$ cat config.mk
export PLATFORM = sky130hd
export DESIGN_NAME = sw_bus_master
export DESIGN_NICKNAME = d
export VERILOG_FILES = /design/src/rtl/swm_pkg.sv /design/src/rtl/swm_sync.sv /design/src/rtl/swm_engine.sv /design/src/rtl/swm_regs.sv /design/src/rtl/sw_bus_master.sv
export SDC_FILE = /design/constraint.sdc
export NUM_CORES = 1
export LEC_CHECK = 0
export BUFFER_PORTS_ARGS = -buffer_cell sky130_fd_sc_hd__buf_2
export CELL_PAD_IN_SITES_DETAIL_PLACEMENT = 0
export CELL_PAD_IN_SITES_GLOBAL_PLACEMENT = 1
export CORE_MARGIN = 3
export CORE_UTILIZATION = 49
export DETAILED_ROUTE_END_ITERATION = 8
export PLACE_DENSITY = 0.92
export SYNTH_ARGS = -nofsm -noshare
export SYNTH_HDL_FRONTEND = slang
export SYNTH_SLANG_ARGS = --single-unit
$ cat constraint.sdc
create_clock -name clk_i -period 4.7 [get_ports clk_i]
set_input_delay 0.94 -clock clk_i [delete_from_list [all_inputs] [get_ports clk_i]]
set_output_delay 0.94 -clock clk_i [all_outputs]
set_load 0.01 [all_outputs]
$ cat src/rtl/swm_pkg.sv
package swm_pkg;
  localparam int OFF_REV  = 'h00;
  localparam int OFF_TX   = 'h04;
  localparam int OFF_RX   = 'h08;
  localparam int OFF_CTRL = 'h0C;
  localparam int OFF_EVT  = 'h10;
  localparam int OFF_CFG  = 'h14;
  localparam int OFF_STAT = 'h18;

  localparam int CTL_IE   = 6;
  localparam int CTL_CLK  = 5;
  localparam int CTL_GO   = 4;
  localparam int CTL_INIT = 2;
  localparam int CTL_DIR  = 1;
  localparam int CTL_MODE = 0;

  localparam int EVT_TX  = 2;
  localparam int EVT_RX  = 1;
  localparam int EVT_TMO = 0;

  localparam int CFG_SRST  = 1;
  localparam int CFG_AIDLE = 0;

  typedef enum logic [1:0] {OP_TX, OP_RX, OP_BRK} swm_op_e;

  typedef enum logic [2:0] {
    ST_IDLE, ST_TX, ST_RX_WAIT, ST_RX_SAMP, ST_BRK_LOW, ST_BRK_REC
  } swm_state_e;
endpackage

$ cat src/rtl/swm_sync.sv
module swm_sync #(
  parameter int STAGES = 2
) (
  input  logic clk_i,
  input  logic rst_ni,
  input  logic d_i,
  output logic q_o
);
  generate
    if (STAGES <= 1) begin : g_single
      logic q;
      always_ff @(posedge clk_i or negedge rst_ni)
        if (!rst_ni) q <= 1'b1;
        else         q <= d_i;
      assign q_o = q;
    end else begin : g_chain
      logic [STAGES-1:0] q;
      always_ff @(posedge clk_i or negedge rst_ni)
        if (!rst_ni) q <= '1;
        else         q <= {q[STAGES-2:0], d_i};
      assign q_o = q[STAGES-1];
    end
  endgenerate
endmodule

$ cat src/rtl/swm_engine.sv
module swm_engine
  import swm_pkg::*;
#(
  parameter int CELL_CYC     = 40,
  parameter int ONE_LOW_CYC  = 8,
  parameter int ZERO_LOW_CYC = 28,
  parameter int SAMPLE_CYC   = 18,
  parameter int RX_WAIT_CYC  = 100,
  parameter int BRK_LOW_CYC  = 60,
  parameter int BRK_REC_CYC  = 20
) (
  input  logic       clk_i,
  input  logic       rst_ni,
  input  logic       start_i,
  input  swm_op_e    op_i,
  input  logic [7:0] tx_byte_i,
  input  logic       abort_i,
  input  logic       line_s_i,
  output logic       busy_o,
  output logic       done_o,
  output logic [2:0] evt_o,
  output logic [7:0] rx_byte_o,
  output logic       line_oe_o
);
  localparam int M1    = (CELL_CYC > RX_WAIT_CYC) ? CELL_CYC : RX_WAIT_CYC;
  localparam int M2    = (BRK_LOW_CYC > BRK_REC_CYC) ? BRK_LOW_CYC : BRK_REC_CYC;
  localparam int MAXC  = (M1 > M2) ? M1 : M2;
  localparam int CNT_W = $clog2(MAXC + 1);

  localparam logic [CNT_W-1:0] CELL_END = CNT_W'(CELL_CYC - 1);
  localparam logic [CNT_W-1:0] WAIT_END = CNT_W'(RX_WAIT_CYC - 1);
  localparam logic [CNT_W-1:0] SAMP_END = CNT_W'(SAMPLE_CYC - 1);
  localparam logic [CNT_W-1:0] LOW_END  = CNT_W'(BRK_LOW_CYC - 1);
  localparam logic [CNT_W-1:0] REC_END  = CNT_W'(BRK_REC_CYC - 1);
  localparam logic [CNT_W-1:0] ONE_LEN  = CNT_W'(ONE_LOW_CYC);
  localparam logic [CNT_W-1:0] ZERO_LEN = CNT_W'(ZERO_LOW_CYC);

  swm_state_e       state_q;
  logic [CNT_W-1:0] cnt_q;
  logic [2:0]       idx_q;
  logic [7:0]       sh_q;
  logic             prev_q;
  logic             fall;
  logic             last_bit;

  assign fall      = prev_q & ~line_s_i;
  assign last_bit  = (idx_q == 3'd7);
  assign busy_o    = (state_q != ST_IDLE);
  assign rx_byte_o = {line_s_i, sh_q[7:1]};

  always_comb begin
    line_oe_o = 1'b0;
    unique case (state_q)
      ST_TX:      line_oe_o = (cnt_q < (sh_q[0] ? ONE_LEN : ZERO_LEN));
      ST_BRK_LOW: line_oe_o = 1'b1;
      default:    line_oe_o = 1'b0;
    endcase
  end

  always_comb begin
    evt_o = 3'b000;
    unique case (state_q)
      ST_TX:      if (cnt_q == CELL_END && last_bit) evt_o[EVT_TX]  = 1'b1;
      ST_RX_WAIT: if (!fall && cnt_q == WAIT_END)    evt_o[EVT_TMO] = 1'b1;
      ST_RX_SAMP: if (cnt_q == SAMP_END && last_bit) evt_o[EVT_RX]  = 1'b1;
      ST_BRK_REC: if (cnt_q == REC_END)              evt_o[EVT_TMO] = 1'b1;
      default:    evt_o = 3'b000;
    endcase
    if (abort_i) evt_o = 3'b000;
  end
  assign done_o = |evt_o;

  always_ff @(posedge clk_i or negedge rst_ni) begin
    if (!rst_ni) begin
      state_q <= ST_IDLE;
      cnt_q   <= '0;
      idx_q   <= '0;
      sh_q    <= '0;
      prev_q  <= 1'b1;
    end else begin
      prev_q <= line_s_i;
      if (abort_i) begin
        state_q <= ST_IDLE;
        cnt_q   <= '0;
      end else begin
        unique case (state_q)
          ST_IDLE: if (start_i) begin
            cnt_q <= '0;
            idx_q <= '0;
            sh_q  <= (op_i == OP_TX) ? tx_byte_i : 8'h00;
            unique case (op_i)
              OP_RX:   state_q <= ST_RX_WAIT;
              OP_BRK:  state_q <= ST_BRK_LOW;
              default: state_q <= ST_TX;
            endcase
          end
          ST_TX: begin
            if (cnt_q == CELL_END) begin
              cnt_q <= '0;
              if (last_bit) state_q <= ST_IDLE;
              else begin
                idx_q <= idx_q + 3'd1;
                sh_q  <= {1'b0, sh_q[7:1]};
              end
            end else cnt_q <= cnt_q + 1'b1;
          end
          ST_RX_WAIT: begin
            if (fall) begin
              state_q <= ST_RX_SAMP;
              cnt_q   <= '0;
            end else if (cnt_q == WAIT_END) state_q <= ST_IDLE;
            else cnt_q <= cnt_q + 1'b1;
          end
          ST_RX_SAMP: begin
            if (cnt_q == SAMP_END) begin
              sh_q  <= {line_s_i, sh_q[7:1]};
              cnt_q <= '0;
              if (last_bit) state_q <= ST_IDLE;
              else begin
                idx_q   <= idx_q + 3'd1;
                state_q <= ST_RX_WAIT;
              end
            end else cnt_q <= cnt_q + 1'b1;
          end
          ST_BRK_LOW: begin
            if (cnt_q == LOW_END) begin
              cnt_q   <= '0;
              state_q <= ST_BRK_REC;
            end else cnt_q <= cnt_q + 1'b1;
          end
          ST_BRK_REC: begin
            if (cnt_q == REC_END) state_q <= ST_IDLE;
            else cnt_q <= cnt_q + 1'b1;
          end
          default: state_q <= ST_IDLE;
        endcase
      end
    end
  end

  AST_ONE_EVENT: assert property (@(posedge clk_i) disable iff (!rst_ni)
    done_o |-> $onehot(evt_o)) else $error("one event per completion");
  AST_IDLE_AFTER_DONE: assert property (@(posedge clk_i) disable iff (!rst_ni)
    done_o |=> !busy_o) else $error("engine idle after completion");
  AST_ABORT_IDLES: assert property (@(posedge clk_i) disable iff (!rst_ni)
    abort_i |=> (!busy_o && !line_oe_o)) else $error("abort releases line");
endmodule

$ cat src/rtl/swm_regs.sv
module swm_regs
  import swm_pkg::*;
#(
  parameter int         ADDR_W    = 5,
  parameter logic [3:0] REV_MAJOR = 4'h1,
  parameter logic [3:0] REV_MINOR = 4'h2,
  parameter int         RST_CYC   = 4
) (
  input  logic              clk_i,
  input  logic              rst_ni,
  input  logic              wr_en_i,
  input  logic              rd_en_i,
  input  logic [ADDR_W-1:0] addr_i,
  input  logic [7:0]        wdata_i,
  output logic [7:0]        rdata_o,
  output logic              irq_o,
  input  logic              busy_i,
  input  logic              done_i,
  input  logic [2:0]        evt_i,
  input  logic [7:0]        rx_byte_i,
  output logic              start_o,
  output swm_op_e           op_o,
  output logic [7:0]        tx_byte_o,
  output logic              abort_o,
  output logic              go_o
);
  localparam int RC_W = $clog2(RST_CYC + 1);

  logic [7:0]      tx_q, rx_q;
  logic            ie_q, clken_q, go_q, init_q, dir_q, mode_q, aidle_q;
  logic [2:0]      evt_q;
  logic [RC_W-1:0] rcnt_q;
  logic            in_rst, wr_ok, rd_clr;
  logic            sel_rev, sel_tx, sel_rx, sel_ctrl, sel_evt, sel_cfg, sel_stat;
  logic            unused_wbits;

  assign unused_wbits = ^{wdata_i[7], wdata_i[3]};

  assign sel_rev  = (addr_i == ADDR_W'(OFF_REV));
  assign sel_tx   = (addr_i == ADDR_W'(OFF_TX));
  assign sel_rx   = (addr_i == ADDR_W'(OFF_RX));
  assign sel_ctrl = (addr_i == ADDR_W'(OFF_CTRL));
  assign sel_evt  = (addr_i == ADDR_W'(OFF_EVT));
  assign sel_cfg  = (addr_i == ADDR_W'(OFF_CFG));
  assign sel_stat = (addr_i == ADDR_W'(OFF_STAT));

  assign in_rst  = (rcnt_q != '0);
  assign wr_ok   = wr_en_i & ~in_rst;
  assign rd_clr  = rd_en_i & sel_evt;
  assign abort_o = wr_ok & sel_cfg & wdata_i[CFG_SRST];
  assign start_o = wr_ok & sel_ctrl & wdata_i[CTL_GO] & ~busy_i;
  assign op_o    = wdata_i[CTL_INIT] ? OP_BRK : (wdata_i[CTL_DIR] ? OP_RX : OP_TX);
  assign tx_byte_o = tx_q;
  assign go_o    = go_q;
  assign irq_o   = ie_q & (|evt_q);

  always_comb begin
    rdata_o = 8'h00;
    if (sel_rev)  rdata_o = {REV_MAJOR, REV_MINOR};
    if (sel_tx)   rdata_o = tx_q;
    if (sel_rx)   rdata_o = rx_q;
    if (sel_ctrl) rdata_o = {1'b0, ie_q, clken_q, go_q, 1'b0, init_q, dir_q, mode_q};
    if (sel_evt)  rdata_o = {5'b0, evt_q};
    if (sel_cfg)  rdata_o = {7'b0, aidle_q};
    if (sel_stat) rdata_o = {7'b0, ~in_rst};
  end

  always_ff @(posedge clk_i or negedge rst_ni) begin
    if (!rst_ni) begin
      tx_q <= '0; rx_q <= '0; evt_q <= '0;
      ie_q <= 1'b0; clken_q <= 1'b0; go_q <= 1'b0;
      init_q <= 1'b0; dir_q <= 1'b0; mode_q <= 1'b0; aidle_q <= 1'b0;
      rcnt_q <= RC_W'(RST_CYC);
    end else if (abort_o) begin
      tx_q <= '0; rx_q <= '0; evt_q <= '0;
      ie_q <= 1'b0; clken_q <= 1'b0; go_q <= 1'b0;
      init_q <= 1'b0; dir_q <= 1'b0; mode_q <= 1'b0; aidle_q <= 1'b0;
      rcnt_q <= RC_W'(RST_CYC);
    end else begin
      if (in_rst) rcnt_q <= rcnt_q - RC_W'(1);
      if (wr_ok && sel_tx) tx_q <= wdata_i;
      if (wr_ok && sel_cfg) aidle_q <= wdata_i[CFG_AIDLE];
      if (done_i && evt_i[EVT_RX]) rx_q <= rx_byte_i;
      if (wr_ok && sel_ctrl) begin
        ie_q    <= wdata_i[CTL_IE];
        clken_q <= wdata_i[CTL_CLK];
        mode_q  <= wdata_i[CTL_MODE];
        if (!busy_i) begin
          go_q   <= wdata_i[CTL_GO];
          init_q <= wdata_i[CTL_INIT];
          dir_q  <= wdata_i[CTL_DIR];
        end
      end
      if (done_i) begin
        go_q   <= 1'b0;
        init_q <= 1'b0;
      end
      // a flag raised on the clearing read survives it
      evt_q <= (rd_clr ? 3'b000 : evt_q) | evt_i;
    end
  end

  AST_EVT_CLEAR: assert property (@(posedge clk_i) disable iff (!rst_ni)
    (rd_clr && !done_i) |=> (evt_q == 3'b000)) else $error("read must clear events");
  AST_IRQ_QUIET: assert property (@(posedge clk_i) disable iff (!rst_ni)
    (evt_q == 3'b000) |-> !irq_o) else $error("irq without event");
  AST_GO_WHILE_BUSY: assert property (@(posedge clk_i) disable iff (!rst_ni)
    busy_i |-> go_q) else $error("GO dropped during operation");
  AST_SRST_LOW: assert property (@(posedge clk_i) disable iff (!rst_ni)
    abort_o |=> in_rst) else $error("reset-done must fall");
endmodule

$ cat src/rtl/sw_bus_master.sv
module sw_bus_master
  import swm_pkg::*;
#(
  parameter int         ADDR_W       = 5,
  parameter logic [3:0] REV_MAJOR    = 4'h1,
  parameter logic [3:0] REV_MINOR    = 4'h2,
  parameter int         CELL_CYC     = 40,
  parameter int         ONE_LOW_CYC  = 8,
  parameter int         ZERO_LOW_CYC = 28,
  parameter int         SAMPLE_CYC   = 18,
  parameter int         RX_WAIT_CYC  = 100,
  parameter int         BRK_LOW_CYC  = 60,
  parameter int         BRK_REC_CYC  = 20,
  parameter int         RST_CYC      = 4,
  parameter int         SYNC_STAGES  = 2
) (
  input  logic              clk_i,
  input  logic              rst_ni,
  input  logic              wr_en_i,
  input  logic              rd_en_i,
  input  logic [ADDR_W-1:0] addr_i,
  input  logic [7:0]        wdata_i,
  output logic [7:0]        rdata_o,
  input  logic              line_i,
  output logic              line_oe_o,
  output logic              irq_o
);
  logic       line_s, busy, done, start, abort, go;
  logic [2:0] evt;
  logic [7:0] rx_byte, tx_byte;
  swm_op_e    op;

  swm_sync #(.STAGES(SYNC_STAGES)) i_sync (
    .clk_i(clk_i), .rst_ni(rst_ni), .d_i(line_i), .q_o(line_s)
  );

  swm_regs #(
    .ADDR_W(ADDR_W), .REV_MAJOR(REV_MAJOR), .REV_MINOR(REV_MINOR), .RST_CYC(RST_CYC)
  ) i_regs (
    .clk_i(clk_i), .rst_ni(rst_ni), .wr_en_i(wr_en_i), .rd_en_i(rd_en_i),
    .addr_i(addr_i), .wdata_i(wdata_i), .rdata_o(rdata_o), .irq_o(irq_o),
    .busy_i(busy), .done_i(done), .evt_i(evt), .rx_byte_i(rx_byte),
    .start_o(start), .op_o(op), .tx_byte_o(tx_byte), .abort_o(abort), .go_o(go)
  );

  swm_engine #(
    .CELL_CYC(CELL_CYC), .ONE_LOW_CYC(ONE_LOW_CYC), .ZERO_LOW_CYC(ZERO_LOW_CYC),
    .SAMPLE_CYC(SAMPLE_CYC), .RX_WAIT_CYC(RX_WAIT_CYC),
    .BRK_LOW_CYC(BRK_LOW_CYC), .BRK_REC_CYC(BRK_REC_CYC)
  ) i_engine (
    .clk_i(clk_i), .rst_ni(rst_ni), .start_i(start), .op_i(op), .tx_byte_i(tx_byte),
    .abort_i(abort), .line_s_i(line_s), .busy_o(busy), .done_o(done), .evt_o(evt),
    .rx_byte_o(rx_byte), .line_oe_o(line_oe_o)
  );

  AST_OE_NEEDS_GO: assert property (@(posedge clk_i) disable iff (!rst_ni)
    line_oe_o |-> go) else $error("line driven without GO");
  AST_DONE_CLEARS_GO: assert property (@(posedge clk_i) disable iff (!rst_ni)
    done |=> !go) else $error("GO must self-clear");
endmodule

==> metrics.txt <==
Syn. warnings 0; synthesis-to-layout area growth 8.787%; final hold vios 0; FMAX 308.5 MHz; largest net degree at the start of global routing 54; Synth Flop Type dfrtp_1; kind of critical path reg -> out; Netlist Area Pre-Place 3033 sq um; TritonCTS clock tree yes; Initial Utilization 50.92%; total power 1.592 mW; CTS Sinks 53; FP Rows 28; Final #Nets 377; clock root buffer clkbuf_8; period utilization 68.96%; vias in the first global route 2411; endpoints failing setup 0; asr flop ratio synth 100.0%; Ant. Diodes 0; area of the core 5956 sq um; Avg Vias per Cell 5.899; post-route setup TNS 0 ns; IO Pins 28; Vias 2507; post-synthesis sequential area ratio 43.89%; Yosys reg bits 53; # hold bufs at CTS 0; HP Class reg -> reg; PostCTS Resize Cnt 0; DRT iter0 DRCs 279; fraction of layout cells with a size suffix above 1 15.43%; Distinct cells, synth 51; critical path required time 3.76 ns; first-pass GRT wire length 12230 um; initial antenna violation count 0; Port Buffer Count 27; Avg Cell Area, Syn 9.275 sq um; CP arrival 2.30 ns; max capacitance violation total 0; DR WL/cell 16.78 um; clock slew at the register clock pins of the worst setup and hold paths 0.09 ns; max-slew violations 0; Routed WL 7131 um; full die area 7170 sq um; leak pwr 1.418 nW; global-route usage over all layers 20.95%; status finished, final reports clean; total CTS buffers 5; shortest period the worst path allows 3.241 ns; First-pass DRT Iterations 6; Pwr Density 482.4 nW/um^2; Post-CTS Setup Bufs 0; Die H 84.68 um; EDFF count, synth 0; crit-path max FO 14; RSZ-0062 raised after global routing false; Die W 84.68 um; Placer Congestion 0.9162; Mapped Nets 355; clock skew 0.009676 ns; htree depth 2; Overflow after GRT 0; CTS Buffer Depth 2; worst skew pair latency 0.31 ns; Worst Setup End Kind primary output; Final ANT Viol Nets 0; Worst Tran Pin Value 1.119 ns; startpoint types flip-flop; post-synthesis cell count 327; DP HPWL 5000 um; slew margin rel. 25.23%; VDD IR-drop max 0.2329 mV; drt drc 0
## where the power goes
group / internal, mW / leakage (nW) / switching, mW
clock: 0.106 / 0.0385 / 0.155
sequential: 0.575 / 0.654 / 0.119
combinational: 0.259 / 0.725 / 0.378
total: 0.939 / 1.42 / 0.652
## critical path, stage by stage, from the launching register on
cell     delay [ns]
dfrtp_1        0.58
nor2b_1        0.93
nand3_1        0.15
a21oi_1        0.18
buf_2          0.15
## synthesized netlist by cell type (2+ instances only)
cell type | number | area, sq um
nor2b_1 | 7 | 43.79
and3_1 | 3 | 18.77
nand3_1 | 15 | 75.07
a31oi_1 | 4 | 25.02
o31a_1 | 3 | 26.28
or2_2 | 2 | 12.51
a21o_1 | 2 | 15.01
or4_1 | 2 | 15.01
o31ai_1 | 2 | 15.01
a211o_1 | 2 | 17.52
dfrtp_1 | 49 | 1226
a21oi_1 | 21 | 105.1
o21ai_0 | 8 | 40.04
ha_1 | 10 | 125.1
mux2i_1 | 23 | 230.2
nor4_1 | 2 | 12.51
nor3_1 | 8 | 40.04
or3_1 | 3 | 18.77
dfstp_2 | 4 | 105.1
o22ai_1 | 3 | 18.77
nand2_1 | 26 | 97.59
clkbuf_1 | 6 | 22.52
buf_2 | 6 | 30.03
a211oi_1 | 2 | 15.01
mux2_2 | 4 | 45.04
o21ai_1 | 2 | 10.01
nor2_1 | 54 | 202.7
o211ai_1 | 4 | 30.03
a22oi_1 | 14 | 105.1
nand2b_1 | 5 | 31.28
inv_1 | 11 | 41.29
## cells in the final DEF, fill, tap and decap left out, drive strengths merged, types with 3 or more instances in the layout
cell / count
nand3: 15
clkbuf: 7
o22ai: 3
nor4: 3
buf: 29
a22oi: 14
dfrtp: 49
nor2b: 7
o31a: 3
mux2i: 23
mux2: 4
or3: 3
nor2: 55
ha: 10
nand2: 26
nor3: 10
o211ai: 4
o21ai: 10
a31oi: 4
dfstp: 4
a21oi: 22
inv: 11
nand2b: 5
and3: 3
## final cells by class
cell class / count / area (sq um)
fill: 545 / 2656
multi-input combinational: 249 / 1599
sequential: 53 / 1331
timing repair buffer: 29 / 150.1
tap: 75 / 93.84
clock buffer: 7 / 76.32
inverter: 11 / 41.29
clock inverter: 1 / 7.507
## registers in the layout (all words and copies together) (netlist names), 2 cells and up
name,cells
i_engine.idx_q,3
i_engine.state_q,3
i_regs.rx_q,8
i_sync.g_chain.q,2
i_regs.evt_q,3
i_engine.cnt_q,7
i_regs.rcnt_q,3
i_regs.tx_byte_o,8
i_engine.sh_q,8
## stage by stage
stage | hold slack [ns] | setup WS, ns | utilization (%) | area [sq um] | instances
global route | 0.3682 | 1.332 | 55.40 | 3299 | 425
CTS | 0.3644 | 1.464 | 55.40 | 3299 | 425
global placement | 0.3467 | 1.556 | 53.99 | 3216 | 417
detailed placement | 0.3501 | 1.482 | 53.99 | 3216 | 417
finish | 0.3628 | 1.459 | 55.40 | 3299 | 425
floorplan | 0.3452 | 1.766 | - | 3033 | 327
## final timing paths
path	startpoint	endpoint	slack [ns]	cells past startpoint
min reg2reg	i_sync.g_chain.q[0]$_DFF_PN1_	i_sync.g_chain.q[1]$_DFF_PN1_	0.36	0
max in group asynchronous	rst_ni	i_engine.cnt_q[6]$_DFFE_PN0P_	3.49	2
max	i_engine.state_q[0]$_DFFE_PN0P_	line_oe_o	1.46	4
max reg2reg	i_engine.state_q[0]$_DFFE_PN0P_	i_engine.sh_q[2]$_DFFE_PN0P_	1.69	6
min	i_sync.g_chain.q[0]$_DFF_PN1_	i_sync.g_chain.q[1]$_DFF_PN1_	0.36	0
min in group asynchronous	rst_ni	i_regs.aidle_q$_DFFE_PN0P_	0.73	2
## per-layer routing
metal / vias up / GRT usage, % / part of all wire [%]
met3: 12 / 3.631 / 5.6
met4: 0 / 6.331 / 1.7
li1: 1206 / - / -
met2: 80 / 32.03 / 45
met5: - / 0 / 0
met1: 1209 / 30.53 / 48
## cells by family (layout without fill, tap and decap cells)
family                   Yosys count  after routing  synth area share [%]
multiplexers                      27             27                 9.076
AND/OR/NAND/NOR                  138            138                 23.43
flip-flops                        53             53                 43.89
XOR/XNOR                           1              1                0.2888
AO/OA/AOI/OAI                     73             73                 15.80
buffers and inverters             25             48                 3.383
adder cells (fa/ha/maj)           10             10                 4.125
No activity file was read; power rests on OpenSTA's default activity.
